<file path="config.mk">
export PLATFORM = sky130hd
export DESIGN_NAME = rcs_status
export DESIGN_NICKNAME = d
export VERILOG_FILES = /design/src/rtl/rcs_pkg.sv /design/src/rtl/rcs_event_arb.sv /design/src/rtl/rcs_flag_next.sv /design/src/rtl/rcs_status.sv
export SDC_FILE = /design/constraint.sdc
export NUM_CORES = 1
export LEC_CHECK = 0
export CAP_MARGIN = 5
export CORE_MARGIN = 1
export CORE_UTILIZATION = 39
export CTS_CLUSTER_DIAMETER = 60
export DETAILED_ROUTE_END_ITERATION = 12
export PLACE_DENSITY = 0.77
export SLEW_MARGIN = 20
export SYNTH_ARGS = -nofsm -noshare
export SYNTH_HDL_FRONTEND = slang
export SYNTH_HIERARCHICAL = 1
export SYNTH_SLANG_ARGS = --single-unit
</file>
<file path="constraint.sdc">
create_clock -name clk -period 2.64 [get_ports clk]
set_input_delay 0.792 -clock clk [delete_from_list [all_inputs] [get_ports clk]]
set_output_delay 0.792 -clock clk [all_outputs]
set_load 0.02 [all_outputs]
</file>
<file path="src/rtl/rcs_pkg.sv">
// Shared definitions for the reset cause status register.
// Assumes an 8-bit status word whose field positions are fixed by software.
package rcs_pkg;
    localparam int STAT_W = 8;
    localparam int N_EV   = 11;
    localparam int EV_W   = 4;

    // Event codes; the numeric value is also the arbitration rank (0 wins).
    typedef enum logic [EV_W-1:0] {
        EV_PWRON     = 4'd0,
        EV_BROWN     = 4'd1,
        EV_EXT_SLEEP = 4'd2,
        EV_WDT_WAKE  = 4'd3,
        EV_IRQ_WAKE  = 4'd4,
        EV_WDT_RUN   = 4'd5,
        EV_SW        = 4'd6,
        EV_STK_FULL  = 4'd7,
        EV_STK_UNDER = 4'd8,
        EV_EXT_RUN   = 4'd9,
        EV_WRITE     = 4'd10,
        EV_NONE      = 4'd15
    } ev_e;

    typedef struct packed {
        logic pad;
        logic stk_full;
        logic stk_under;
        logic no_swrst;
        logic no_wdt;
        logic no_sleep;
        logic no_brown;
        logic no_pwron;
    } flags_t;

    localparam logic [STAT_W-1:0] WR_MASK   = 8'h73;
    localparam logic [STAT_W-1:0] INIT_WORD = 8'h1C;
endpackage

</file>
<file path="src/rtl/rcs_event_arb.sv">
// Fixed-priority picker: reports the lowest-index active request.
// Assumes IDX_W bits can hold N-1.
module rcs_event_arb #(
    parameter int N     = 11,
    parameter int IDX_W = 4
) (
    input  logic [N-1:0]     req,
    output logic [IDX_W-1:0] idx,
    output logic             vld
);
    // Scan from the lowest rank upward so the last hit is the winner.
    always_comb begin
        idx = '0;
        vld = 1'b0;
        for (int i = N - 1; i >= 0; i--) begin
            if (req[i]) begin
                idx = IDX_W'(i);
                vld = 1'b1;
            end
        end
    end
endmodule

</file>
<file path="src/rtl/rcs_flag_next.sv">
// Next-state rule for the cause flags: each event edits its own subset.
// Assumes exactly one event code per cycle (the arbiter guarantees this).
module rcs_flag_next
    import rcs_pkg::*;
(
    input  flags_t             cur,
    input  ev_e                ev,
    input  logic [STAT_W-1:0]  wdata,
    output flags_t             nxt
);
    // Apply the chosen event to the current flags.
    always_comb begin
        nxt = cur;
        unique case (ev)
            EV_PWRON:     nxt = flags_t'(INIT_WORD);
            EV_BROWN:     nxt.no_brown = 1'b0;
            EV_EXT_SLEEP,
            EV_IRQ_WAKE: begin
                nxt.no_wdt   = 1'b1;
                nxt.no_sleep = 1'b0;
            end
            EV_WDT_WAKE: begin
                nxt.no_wdt   = 1'b0;
                nxt.no_sleep = 1'b0;
            end
            EV_WDT_RUN: begin
                nxt.no_wdt   = 1'b0;
                nxt.no_sleep = 1'b1;
            end
            EV_SW:        nxt.no_swrst  = 1'b0;
            EV_STK_FULL:  nxt.stk_full  = 1'b1;
            EV_STK_UNDER: nxt.stk_under = 1'b1;
            EV_WRITE:     nxt = flags_t'((cur & ~WR_MASK) | (wdata & WR_MASK));
            default:      nxt = cur;
        endcase
    end
endmodule

</file>
<file path="src/rtl/rcs_status.sv">
// Reset cause status register top: ranks the strobes, applies one, holds.
// Assumes strobes are synchronous one-cycle pulses in the clk domain.
module rcs_status
    import rcs_pkg::*;
(
    input  logic              clk,
    input  logic              rst_n,
    input  logic              ev_power_on,
    input  logic              ev_brownout,
    input  logic              ev_ext_sleep,
    input  logic              ev_wdt_wake,
    input  logic              ev_irq_wake,
    input  logic              ev_wdt_run,
    input  logic              ev_sw_reset,
    input  logic              ev_stk_full,
    input  logic              ev_stk_under,
    input  logic              ev_ext_run,
    input  logic              wr_en,
    input  logic [STAT_W-1:0] wr_data,
    output logic [STAT_W-1:0] rd_data
);
    logic [N_EV-1:0] req;
    logic [EV_W-1:0] win_idx;
    logic            win_vld;
    ev_e             ev;
    flags_t          flags_q;
    flags_t          flags_d;

    // Request vector in rank order, index 0 highest.
    assign req = {wr_en, ev_ext_run, ev_stk_under, ev_stk_full, ev_sw_reset,
                  ev_wdt_run, ev_irq_wake, ev_wdt_wake, ev_ext_sleep,
                  ev_brownout, ev_power_on};

    rcs_event_arb #(.N(N_EV), .IDX_W(EV_W)) u_arb (
        .req (req),
        .idx (win_idx),
        .vld (win_vld)
    );

    // Translate the winning rank into an event code.
    assign ev = win_vld ? ev_e'(win_idx) : EV_NONE;

    rcs_flag_next u_next (
        .cur   (flags_q),
        .ev    (ev),
        .wdata (wr_data),
        .nxt   (flags_d)
    );

    // Status register with synchronous reset to the power-up pattern.
    always_ff @(posedge clk) begin
        if (!rst_n) flags_q <= flags_t'(INIT_WORD);
        else        flags_q <= flags_d;
    end

    assign rd_data = flags_q;
endmodule

</file>
==> reports/qor.yml <==
status: "complete, no violations"
seq_power_share_pct: 39.6
grt_max_degree: 9
ys_seq_area_share_pct: 25.75
worstRegToRegCells: 4
chipHeight_microns: 41.93
switchingPower_uw: 82.90
ys.flop_type: "dfxtp_1"
nNetsFinal: 152
drt-met1-wl_microns: 696
leakage_uw: 0.0004571
ant_nets: 0
worst-endpoint-required_ns: 2.79
clock.fmax_mhz: 389.9
dp.cells: 142
finalHoldViolCount: 0
cp_top_family: "simple AND/OR/NAND/NOR gates"
synth-seq-cells: 8
grt_setup_unrepaired: "true"
ys_warn_count: 6
rows: 14
cts_max_level: 1
grt_pass1_vias: 699
p_per_area_nw_per_um2: 289.6
hp-start: "rd_data[7]"
cp-start-kind: "input port"
cp_slowest_stage_delay_ns: 0.45
switching_share_pct: 26.64
tightestPinTransition_ns: 0.2878
grt_overflow: 0
period_share_pct: 97.15
period_needed_ns: 2.565
wl_per_cell_microns: 11.83
critPathBufInv: 3
die_area_sq_um: 1758
max_cap_violations: 0
synth_top_area_cell: "dfxtp_1"
synth-async-reset-ratio_pct: 0
drv_slew: 0
slowest_stage: "clkdlybuf4s50_1"
path_cells: "clkdlybuf4s50_1, nor4_2, buf_4, nand3_2, nand2b_1, buf_4, nor2_4, a31oi_1, o211ai_1, and2_1"
fill_cells: 116
drt_first_pass_iters: 4
relSlewSlack_pct: 80.66
cp.depth: 10
cpMostUsedCell: "buf_4"
hold_path_class: "register to register"
syn_area_per_cell_sq_um: 7.231
synthTopCellsByArea: "dfxtp_1 26%, nand2b_1 10%, nor2b_1 7.0%"
clk_latency_ns: 0.26
clk_path_buf_depth: 2
setup_ws_ns: 0.07535
criticalPathCategory: "input port to register"
wl_microns: 1716
drive_gt1_share_pct: 23.26
crit_path_start: "ev_ext_sleep"
top_layer: "met4"
port_buffers: 25
dr_wl_met2_microns: 884
path_max_fanout: 7
io_pins: 29
combPwrFrac_pct: 29.3
cts.clk_slew.worst_paths_ns: 0.06
wl_met3_microns: 79
setup_viol: 0
syn_nets: 107
mostFrequentLayoutCell: "clkdlybuf4s50_1"
num_antenna_cells: 0
die_w_microns: 41.93
antenna_found_initial: 0
synth-edff-count: 0
cts.sinks: 8
syn2layout_area_growth_pct: 72.84
syn_area_sq_um: 621.8
drtIter0Drc: 11
synth_top_area_share_pct: 25.75
synth.distinct_cells: 27
regToRegStartpoint: "rd_data[4]"
via_count: 781
track_usage_pct: 21.68
instances_no_fill: 145
power.internal_uw: 228.3
finalClockSkew_ns: 0
initial_core_util_pct: 41.76
hold_depth: 3
place.gp.congestion: 0.8372
clockPowerShare_pct: 31.1
worstSetupEndpointType: "register"
hpwl_microns: 1266
syn_inst: 86
via_per_inst: 5.386
grt_pass1_wl_microns: 2898
cts_tree: "built"
largest_reg_flops: 8
layout_common_cells: "24 x clkdlybuf4s50_1, 19 x buf_4, 8 x dfxtp_1, 8 x nor2_1"
postCtsHoldBufs: 0
drcViolationCount: 0
post-place-ws_ns: -0.2390
cts_root_buffer: "clkbuf_4"
worstPathArrival_ns: 2.71
core_sq_um: 1489
ir_drop_mv: 0.1940
cts_made_buffers: 3
per-stage QoR:
step / hold WS [ns] / TNS [ns] / total power, uW / utilization, % / area [sq um]
2_1_floorplan: 0.6204 / 0 / 158.2 / - / 621.8
3_3_place_gp: 0.5388 / -0.9309 / 209.5 / 67.82 / 1010
3_5_place_dp: 0.5379 / -1.295 / 212.1 / 67.82 / 1010
4_1_cts: 0.5520 / 0 / 309.9 / 69.50 / 1035
5_1_grt: 0.5913 / -0.07673 / 329.0 / 72.18 / 1075
6_report: 0.5493 / 0 / 311.2 / 72.18 / 1075
layer usage:
metal  global-route usage, %  vias to the layer above
met2                   40.00                       31
met1                   23.39                      345
met5                       0                        -
li1                        -                      398
met3                   3.043                        7
met4                   11.61                        0
power groups by stage:
| stage | combinational [uW] | clock (uW) | sequential [uW] |
|---|---|---|---|
| final | 91.1 | 96.8 | 123 |
| after global routing | 100 | 105 | 123 |
| after CTS | 86.9 | 99.7 | 123 |
| after detailed placement | 86.1 | 0 | 126 |
| after global placement | 83.6 | 0 | 126 |
| after floorplan | 30.4 | 0 | 128 |
timing repair:
item                       in CTS  in global routing
setup endpoints to repair       1                  8
hold endpoints to repair        0                  0
setup buffers                   0                  0
gates resized for setup         1                  7
tightest hold or removal path, delay by kind of cell (launching register included):
kind | cells | cell delay [ns]
flops | 1 | 0.31
compound gates | 1 | 0.03
simple gates | 1 | 0.12
buf+inv | 1 | 0.05
path summary, 6_finish.rpt:
kind              slack, ns    endpoint
setup / recovery       0.08  rd_data[6]
hold / removal         0.55  rd_data[7]
setup reg to reg       1.60  rd_data[4]
hold reg to reg        0.55  rd_data[7]
logic make-up (layout without fill, tap and decap cells):
group	after synthesis	in the layout	share of synthesized area [%]
buf+inv	10	53	7.645
flops	8	8	25.75
compound gates	26	26	28.77
simple gates	42	42	37.83
cell type report:
cell class / count / area, sq um / share of cell area [%]
clock buffers: 3 / 22.52 / 2.095
inverters: 6 / 22.52 / 2.095
multi-input cells: 68 / 454.2 / 42.26
flip-flops and latches: 8 / 160.2 / 14.90
well taps: 16 / 20.02 / 1.863
repair buffers: 44 / 395.4 / 36.79
cell usage after synthesis (3+ instances only):
cell / number
o21ai_0: 6
nor2_1: 8
a31oi_1: 5
nor2b_1: 7
o2bb2ai_1: 3
and2_1: 5
a21oi_1: 4
dfxtp_1: 8
inv_1: 6
nand2b_1: 10
Power figures use the tool's default switching activity.
